## config.mk

```make
export PLATFORM = sky130hd
export DESIGN_NAME = intc_vec
export DESIGN_NICKNAME = d
export VERILOG_FILES = /design/src/rtl/intc_pkg.sv /design/src/rtl/intc_req_reg.sv /design/src/rtl/intc_prio.sv /design/src/rtl/intc_ack_seq.sv /design/src/rtl/intc_vec.sv
export SDC_FILE = /design/constraint.sdc
export NUM_CORES = 1
export LEC_CHECK = 0
export ABC_AREA = 0
export ABC_CLOCK_PERIOD_IN_PS = 4000
export BUFFER_PORTS_ARGS = -buffer_cell sky130_fd_sc_hd__buf_2
export CORE_MARGIN = 5
export CORE_UTILIZATION = 40
export DETAILED_ROUTE_END_ITERATION = 8
export HOLD_SLACK_MARGIN = 0.06
export PLACE_DENSITY_LB_ADDON = 0.15
export SYNTH_ARGS = -nofsm -noshare
export SYNTH_HDL_FRONTEND = slang
export SYNTH_SLANG_ARGS = --single-unit
```

## constraint.sdc

```tcl
create_clock -name clk -period 4 [get_ports clk]
set_input_delay 0.2 -clock clk [delete_from_list [all_inputs] [get_ports clk]]
set_output_delay 0.2 -clock clk [all_outputs]
set_load 0.005 [all_outputs]
```

## src/rtl/intc_pkg.sv

```systemverilog
package intc_pkg;
  localparam int NREQ = 6;
  localparam int IDW  = 3;
  localparam int DW   = 8;
  typedef logic [IDW-1:0] irq_id_t;
  typedef logic [NREQ-1:0] irq_vec_t;
endpackage

```

## src/rtl/intc_req_reg.sv

```systemverilog
module intc_req_reg
  import intc_pkg::*;
(
  input  logic     clk,
  input  logic     rst,
  input  irq_vec_t hw_set,
  input  logic     sw_we,
  input  irq_vec_t sw_data,
  input  logic     clr_en,
  input  irq_id_t  clr_id,
  output irq_vec_t req
);
  irq_vec_t clr_mask;
  irq_vec_t base;

  always_comb begin
    clr_mask = '0;
    if (clr_en) clr_mask[clr_id] = 1'b1;
    base = sw_we ? sw_data : req;
  end

  always_ff @(posedge clk) begin
    if (rst) req <= '0;
    else     req <= (base & ~clr_mask) | hw_set;
  end
endmodule

```

## src/rtl/intc_prio.sv

```systemverilog
module intc_prio
  import intc_pkg::*;
(
  input  irq_vec_t   pend,
  input  logic [2:0] code,
  output logic       valid,
  output irq_id_t    win
);
  int first;
  int idx;

  always_comb begin
    valid = 1'b0;
    win   = '0;
    first = (int'(code) < NREQ) ? int'(code) : 0;
    idx   = 0;
    for (int k = 0; k < NREQ; k++) begin
      idx = first + k;
      if (idx >= NREQ) idx = idx - NREQ;
      if (!valid && pend[idx]) begin
        valid = 1'b1;
        win   = IDW'(idx);
      end
    end
  end
endmodule

```

## src/rtl/intc_ack_seq.sv

```systemverilog
module intc_ack_seq
  import intc_pkg::*;
#(
  parameter int PC_W      = 16,
  parameter int VADDR_W   = 16,
  parameter int PUSH_CYC  = 48,
  parameter int FETCH_CYC = 9
)(
  input  logic               clk,
  input  logic               rst,
  input  logic               start,
  input  irq_id_t            win_id,
  input  logic [PC_W-1:0]    pc,
  input  logic [DW-1:0]      flags,
  input  logic [DW-1:0]      vec_rdata,
  output logic               busy,
  output logic               push_stb,
  output logic [DW-1:0]      push_data,
  output logic               vec_rd,
  output logic [VADDR_W-1:0] vec_addr,
  output logic               clr_en,
  output irq_id_t            clr_id,
  output logic               jump_stb,
  output logic [PC_W-1:0]    jump_addr
);
  localparam int P1_AT   = PUSH_CYC / 3;
  localparam int P2_AT   = (2 * PUSH_CYC) / 3;
  localparam int P3_AT   = PUSH_CYC;
  localparam int V1_AT   = PUSH_CYC + 1;
  localparam int CH_AT   = PUSH_CYC + 4;
  localparam int V2_AT   = PUSH_CYC + 5;
  localparam int CL_AT   = PUSH_CYC + FETCH_CYC;
  localparam int JMP_AT  = PUSH_CYC + FETCH_CYC + 1;
  localparam int CNT_W   = $clog2(JMP_AT + 2);

  logic [CNT_W-1:0] cnt;
  irq_id_t          id_q;
  logic [PC_W-1:0]  pc_q;
  logic [DW-1:0]    fl_q;
  logic [DW-1:0]    hi_q;
  logic [DW-1:0]    lo_q;

  assign clr_en = busy && (cnt == CNT_W'(V1_AT));
  assign clr_id = id_q;

  always_ff @(posedge clk) begin
    if (rst) begin
      busy      <= 1'b0;
      cnt       <= '0;
      id_q      <= '0;
      pc_q      <= '0;
      fl_q      <= '0;
      hi_q      <= '0;
      lo_q      <= '0;
      push_stb  <= 1'b0;
      push_data <= '0;
      vec_rd    <= 1'b0;
      vec_addr  <= '0;
      jump_stb  <= 1'b0;
      jump_addr <= '0;
    end else begin
      push_stb <= 1'b0;
      vec_rd   <= 1'b0;
      jump_stb <= 1'b0;
      if (start) begin
        busy <= 1'b1;
        cnt  <= CNT_W'(1);
        id_q <= win_id;
        pc_q <= pc;
        fl_q <= flags;
      end else if (busy) begin
        cnt <= cnt + 1'b1;
        if (cnt == CNT_W'(P1_AT)) begin
          push_stb  <= 1'b1;
          push_data <= pc_q[DW-1:0];
        end
        if (cnt == CNT_W'(P2_AT)) begin
          push_stb  <= 1'b1;
          push_data <= pc_q[PC_W-1:PC_W-DW];
        end
        if (cnt == CNT_W'(P3_AT)) begin
          push_stb  <= 1'b1;
          push_data <= fl_q;
        end
        if (cnt == CNT_W'(V1_AT)) begin
          vec_rd   <= 1'b1;
          vec_addr <= VADDR_W'({id_q, 1'b0});
        end
        if (cnt == CNT_W'(CH_AT)) hi_q <= vec_rdata;
        if (cnt == CNT_W'(V2_AT)) begin
          vec_rd   <= 1'b1;
          vec_addr <= VADDR_W'({id_q, 1'b1});
        end
        if (cnt == CNT_W'(CL_AT)) lo_q <= vec_rdata;
        if (cnt == CNT_W'(JMP_AT)) begin
          jump_stb  <= 1'b1;
          jump_addr <= PC_W'({hi_q, lo_q});
          busy      <= 1'b0;
          cnt       <= '0;
        end
      end
    end
  end
endmodule

```

## src/rtl/intc_vec.sv

```systemverilog
module intc_vec
  import intc_pkg::*;
#(
  parameter int PC_W      = 16,
  parameter int VADDR_W   = 16,
  parameter int PUSH_CYC  = 48,
  parameter int FETCH_CYC = 9
)(
  input  logic               clk,
  input  logic               rst,
  input  logic [3:0]         ext_irq,
  input  logic               ser_rx,
  input  logic               ser_tx,
  input  logic               tmr0,
  input  logic               tmr1,
  input  logic               eoi,
  input  logic               reti,
  input  logic               reg_we,
  input  logic [1:0]         reg_sel,
  input  logic [7:0]         reg_wdata,
  output logic [7:0]         reg_rdata,
  input  logic [PC_W-1:0]    pc_in,
  input  logic [7:0]         flags_in,
  input  logic [7:0]         vec_rdata,
  output logic               busy,
  output logic               push_stb,
  output logic [7:0]         push_data,
  output logic               vec_rd,
  output logic [VADDR_W-1:0] vec_addr,
  output logic               jump_stb,
  output logic [PC_W-1:0]    jump_addr
);
  localparam int SEQ_LEN = PUSH_CYC + FETCH_CYC + 1;
  localparam logic [1:0] SEL_REQ = 2'd0;
  localparam logic [1:0] SEL_EN  = 2'd1;
  localparam logic [1:0] SEL_PRI = 2'd2;

  irq_vec_t   hw_set;
  irq_vec_t   req;
  irq_vec_t   en_q;
  logic       gie;
  logic [2:0] pri_q;
  logic       win_valid;
  irq_id_t    win_id;
  logic       start;
  logic       clr_en;
  irq_id_t    clr_id;

  assign hw_set = {tmr1, ser_tx | tmr0, ext_irq[3] | ser_rx, ext_irq[2:0]};

  intc_req_reg u_req (
    .clk     (clk),
    .rst     (rst),
    .hw_set  (hw_set),
    .sw_we   (reg_we && reg_sel == SEL_REQ),
    .sw_data (reg_wdata[NREQ-1:0]),
    .clr_en  (clr_en),
    .clr_id  (clr_id),
    .req     (req)
  );

  intc_prio u_prio (
    .pend  (req & en_q),
    .code  (pri_q),
    .valid (win_valid),
    .win   (win_id)
  );

  assign start = eoi && gie && !busy && win_valid;

  always_ff @(posedge clk) begin
    if (rst) begin
      en_q  <= '0;
      gie   <= 1'b0;
      pri_q <= '0;
    end else begin
      if (reg_we && reg_sel == SEL_EN)  en_q  <= reg_wdata[NREQ-1:0];
      if (reg_we && reg_sel == SEL_PRI) pri_q <= reg_wdata[2:0];
      if (start)                            gie <= 1'b0;
      else if (reti)                        gie <= 1'b1;
      else if (reg_we && reg_sel == SEL_EN) gie <= reg_wdata[7];
    end
  end

  always_ff @(posedge clk) begin
    if (rst) reg_rdata <= '0;
    else begin
      case (reg_sel)
        SEL_REQ: reg_rdata <= {2'b00, req};
        SEL_EN:  reg_rdata <= {gie, 1'b0, en_q};
        SEL_PRI: reg_rdata <= {5'b0, pri_q};
        default: reg_rdata <= '0;
      endcase
    end
  end

  intc_ack_seq #(
    .PC_W      (PC_W),
    .VADDR_W   (VADDR_W),
    .PUSH_CYC  (PUSH_CYC),
    .FETCH_CYC (FETCH_CYC)
  ) u_seq (
    .clk       (clk),
    .rst       (rst),
    .start     (start),
    .win_id    (win_id),
    .pc        (pc_in),
    .flags     (flags_in),
    .vec_rdata (vec_rdata),
    .busy      (busy),
    .push_stb  (push_stb),
    .push_data (push_data),
    .vec_rd    (vec_rd),
    .vec_addr  (vec_addr),
    .clr_en    (clr_en),
    .clr_id    (clr_id),
    .jump_stb  (jump_stb),
    .jump_addr (jump_addr)
  );
endmodule

```

; Yosys cells after proc, flatten, opt, wreduce, memory -nomap -nowiden
; Cells that the tools add are included.
[totals]
input_bits = 55
out_inout_bits = 52
regBits = 117
elab_cells = 156
[classes]
n_reduce_logical = 31
n_mux = 61
eq_ne = 10
n_addsub = 12
bitwise_logic = 8
order_cmp = 15
[ops]
columns = cell, n
row1 = $ge 32x4->1 const B, 6
row2 = $lt 32x5->1 const B, 6
row3 = $mux 32, 6
row4 = $sub 32x4->32 const B, 6
row5 = $add 32x3->32 const B, 2
row6 = $add 32x4->32 const B, 2
row7 = $eq 6x6->1 const B, 7
row8 = $add 32x2->32 const B, 1
row9 = $mux 1, 32
row10 = $mux 16, 2
row11 = $mux 8, 3
row12 = $pmux 8 s3, 1
row13 = $mux 3, 7
row14 = $bmux 1 s3, 6
row15 = $mux 6, 3
row16 = $reduce_and 3->1, 5
row17 = $logic_and 1x1->1, 13
row18 = $and 6x6->6, 2
row19 = $add 6x1->6 const B, 1
row20 = $eq 6x5->1 const B, 1
row21 = $logic_not 1->1, 6
row22 = $not 6->6, 1
row23 = $or 6x6->6, 1
row24 = $reduce_bool 2->1, 3
row25 = 12 further kinds, 14

; Logic depth before layout (Yosys ltp)
[depth]
ltp_word = 26
depth_mapped = 16
depth_no_buf = 12

; Cells and area by module
; Synthesis repeated with hierarchy kept, for this count alone.
[unflattened]
cells_unflattened = 551
hier_area_um2 = 5271.3
[modules_own_cells]
columns = module, cells_per_inst, area_each_um2, seq_area_each_um2, instances
row1 = intc_ack_seq, 323, 3299.4, 1621.6, 1
row2 = intc_prio, 119, 917.1, 0.0, 1
row3 = intc_vec, 78, 743.2, 340.3, 1
row4 = intc_req_reg, 31, 311.5, 120.1, 1

; Worst setup path after synthesis
; OpenSTA, ideal clock, no wires.
[synth_path]
path_type = register to register
from = register pri_q[1]
to = register u_seq.fl_q[0]
setup_ns = 0.072
t_arrival_ns = 3.471
slack_ns = 0.457
required_time_ns = 3.928
path_buffers = 4
stages_incl_launch_ff = 17
path_cell_list = dfxtp_1 -> ha_1 -> nor2b_1 -> buf_6 -> buf_4 -> ha_1 -> inv_1 -> ha_1 -> clkbuf_1 -> and3b_1 -> or2_0 -> a221o_1 -> a211oi_4 -> nor2_2 -> a31oi_4 -> buf_8 -> mux2i_1
[synth_between]
elab_chain_len = 24
[synth_lines]
columns = item, line_no
row1 = "start, declared", intc_vec.sv:42  ; logic [2:0] pri_q;
row2 = "start signal, assigned", intc_vec.sv:78  ; if (reg_we && reg_sel == SEL_PRI) pri_q <= reg_wdata[2:0];
row3 = $lt 3x3->1, intc_prio.sv:15  ; first = (int'(code) < NREQ) ? int'(code) : 0;
row4 = $mux 3 *, intc_prio.sv:15
row5 = "parallel branches: the longest is 20 deep, another holds $add 32x2->32", -
row6 = $mux 1 *, intc_prio.sv:20  ; if (!valid && pend[idx]) begin
row7 = $logic_and 1x1->1 *, intc_vec.sv:69  ; assign start = eoi && gie && !busy && win_valid;
row8 = "end signal, assigned", intc_ack_seq.sv:70  ; fl_q <= flags;
row9 = "end, declared", intc_ack_seq.sv:39  ; logic [DW-1:0] fl_q;
; Every way passes the cells marked *. The select of a mux whose other input is x is not followed.
; A chain may end at the register's enable or synchronous reset.

; Final worst setup path
[layout_path]
from = register pri_q[1]
to = register u_seq.pc_q[3]
[layout_between]
elab_chain_len = 24
[layout_lines]
columns = item, line_no
row1 = $lt 3x3->1, intc_prio.sv:15
row2 = $mux 3 *, intc_prio.sv:15
row3 = "parallel branches: the longest is 20 deep, another holds $add 32x2->32", -
row4 = $mux 1 *, intc_prio.sv:20
row5 = $logic_and 1x1->1 *, intc_vec.sv:69
row6 = "end signal, assigned", intc_ack_seq.sv:69  ; pc_q <= pc;
row7 = "end, declared", intc_ack_seq.sv:38  ; logic [PC_W-1:0] pc_q;
; Marks and branches as above.

==> impl_metrics.py <==
metrics = {
    "logic_synthesis": {
        "ys_ff_latch": 104,
        "synth_warnings": 0,
        "seq_area_frac_synth_pct": 39.1,
        "async_flop_share_pct": 0,
        "syn_inst": 622,
        "syn_area_per_cell_um2": 8.57,
        "synth.top_cells.by_area": "dfxtp_1, mux2i_1, nand2_1",
        "synthFlopType": "dfxtp_1",
        "yosys.area.top_type": "dfxtp_1",
        "synth_edf_count": 0,
        "yosysUniqueCellTypes": 70,
        "synth_top_area_share_pct": 39.1,
        "netlist_area_um2": 5330,
    },
    "cells_and_area": {
        "final_cell_mix": "dfxtp_1, nand2_1, buf_2, mux2i_1, nor2_1",
        "final_nets": 759,
        "syn2layout_area_growth_pct": 15.1,
        "fillCellCount": 1327,
        "num_antenna_cells": 0,
        "layout_commonest_cell": "dfxtp_1",
        "drive_gt1_share_pct": 19.5,
        "final_util_pct": 46.7,
    },
    "clocking": {
        "cts_hold_buf": 0,
        "cts_resized": 0,
        "clock_latency_ns": 0.34,
        "post-cts-setup-buffers": 0,
        "cts_sinks": 104,
        "cts_max_level": 3,
        "cts_tree": "yes",
        "cts_root_buf": "clkbuf_16",
        "clkTransAtPathRegs_ns": 0.07,
        "cts_made_buffers": 9,
        "clockBufferDepth": 2,
    },
    "detailed_routing": {
        "remaining_drc_errors": 0,
        "drtPass1Iterations": 5,
        "drtIter0Drc": 317,
        "ant_nets": 0,
        "drt_wl_total_um": 13100,
        "viasPerCell": 5.18,
        "vias": 4517,
        "post_drt_wl_per_cell_um": 15.0,
    },
    "placement": {
        "place_hpwl_um": 9580,
        "place_ws_ns": 0.521,
        "place.gp.congestion": 0.896,
        "port_buffers": 92,
    },
    "sta": {
        "finalCriticalPeriod_ns": 3.53,
        "timing_hold_violations_final": 0,
        "relSlewSlack_pct": 43.7,
        "tightest_slew_ns": 0.843,
        "slew_viol_final": 0,
        "setup-tns-final_ns": 0,
        "clock_skew_ns": 0.0100,
        "setup_viol": 0,
        "rsz0062_at_grt": "no",
        "layout_setup_ws_ns": 0.472,
        "min_period_over_period_pct": 88.2,
        "fmax_ghz": 0.283,
    },
    "setup_path": {
        "cp-end-kind": "flip-flop",
        "required_ns": 4.26,
        "cpMostUsedCell": "ha_1",
        "worstPathMaxFanout": 34,
        "path_buf_inv": 2,
        "worst-setup-path-type": "flip-flop to flip-flop",
        "cp_cell_sequence": "ha_1, nor2b_1, ha_1, inv_1, ha_1, and3b_1, or2_0, a221o_1, a211oi_4, nor2_2, a31oi_4, buf_12, mux2i_1",
        "cp-start-kind": "flip-flop",
        "critPathMaxStageDelay_ns": 0.41,
        "cpMaxStageDelayCell": "dfxtp_1",
        "crit_arrival_ns": 3.79,
        "critPathTopFamily": "compound AO/OA/AOI/OAI gates",
    },
    "floorplanning": {
        "fp.dieH_um": 125,
        "die_x_um": 125,
        "core_area_um2": 13100,
        "num_rows": 42,
        "dieArea_um2": 15700,
        "top_level_ports": 107,
        "start_util_pct": 40.6,
    },
    "grt": {
        "grt_pass1_wl_um": 21500,
        "antenna_found_initial": 1,
        "grt_pass1_vias": 4429,
        "grt_max_degree": 75,
        "grt_use_total_pct": 16.3,
        "grt.overflow.total": 0,
    },
    "hold_path": {
        "min_path_type": "input port to flip-flop",
    },
    "power_and_ir_drop": {
        "power_density_nw_per_um2": 349,
        "leakagePower_nw": 2.43,
        "peakVddDrop_mv": 0.218,
    },
    "job": {
        "maxCapViolCount": 0,
    },
    "status": {
        "status": "completed",
    },
}
-- worst reg2reg max path, cell delays in order, from the launching register on --
cell	delay (ns)
dfxtp_1	0.41
ha_1	0.30
nor2b_1	0.23
ha_1	0.19
inv_1	0.04
ha_1	0.28
and3b_1	0.20
or2_0	0.20
a221o_1	0.38
a211oi_4	0.39
nor2_2	0.14
a31oi_4	0.20
buf_12	0.25
mux2i_1	0.24
-- Yosys cell counts, types with 6 or more instances --
cell	count
a31oi_1	8
a21oi_1	42
a211oi_1	10
inv_1	14
o21a_1	8
mux2i_1	73
buf_4	14
o211ai_1	8
nor2b_1	6
nor2_1	66
nand2b_1	6
nand2_1	101
ha_1	12
dfxtp_1	104
nand3_1	6
clkbuf_1	33
nor3_1	16
-- kinds of logic (layout without fill, tap and decap cells) --
logic type | Yosys count | count (layout) | share of synthesized area [%]
adders and majority gates | 12 | 12 | 2.82
xor gates and xnor gates | 3 | 3 | 0.493
other | 1 | 13 | 0.0703
buffers and inverters | 71 | 133 | 6.97
and+or+nand+nor | 238 | 238 | 20.4
AOI/OAI and AO/OA | 114 | 114 | 15.0
muxes | 79 | 79 | 15.2
DFF | 104 | 104 | 39.1
-- power breakdown --
part,switching (W),internal (W)
Clock,0.000389,0.000490
Combinational,0.000111,0.0000804
Sequential,0.0000176,0.00105
Total,0.000518,0.00162
-- metrics by stage --
| step | total power [W] | hold WS (ns) | instances | area (um^2) |
|---|---|---|---|---|
| 6_report | 0.00214 | 0.0758 | 872 | 6140 |
| 5_1_grt | 0.00223 | 0.0822 | 872 | 6140 |
| 4_1_cts | 0.00217 | 0.0632 | 872 | 6140 |
| 3_5_place_dp | 0.00129 | 0.421 | 857 | 5840 |
| 3_3_place_gp | 0.00128 | 0.421 | 857 | 5840 |
| 2_1_floorplan | 0.00123 | 0.321 | 634 | 5380 |
-- worst paths after layout --
path	slack [ns]	start	to	cells past startpoint
max	0.47	pri_q[1]	u_seq.pc_q[3]	13
min	0.08	ext_irq[3]	u_req.req[3]	3
max reg2reg	0.47	pri_q[1]	u_seq.pc_q[3]	13
min reg2reg	0.45	u_seq.jump_addr[11]	u_seq.jump_addr[11]	2
-- layout make-up --
type | count | area [um^2] | share of cell area [%]
multi-input combinational | 459 | 2930 | 47.7
clock inverter | 5 | 65.1 | 1.06
inverter | 15 | 56.3 | 0.917
clock buffer | 10 | 229 | 3.73
timing repair buffer | 103 | 556 | 9.05
sequential | 104 | 2080 | 33.9
tap | 176 | 220 | 3.59
-- layer usage --
metal,up-vias,wire (um),global-route usage [%]
met2,123,6160,27.0
met3,15,909,5.20
met4,2,199,4.85
met5,-,7,0
li1,2288,-,-
met1,2089,5820,20.4
-- flip-flops by register name, summed over array words and instances, names as in the netlist, 7 cells and up --
| name | cells |
|---|---|
| reg_rdata | 7 |
| u_seq.fl_q | 8 |
| u_seq.hi_q | 8 |
| u_seq.jump_addr | 16 |
| u_seq.lo_q | 8 |
| u_seq.pc_q | 16 |
| u_seq.push_data | 8 |
(Power assumes the default switching activity.)
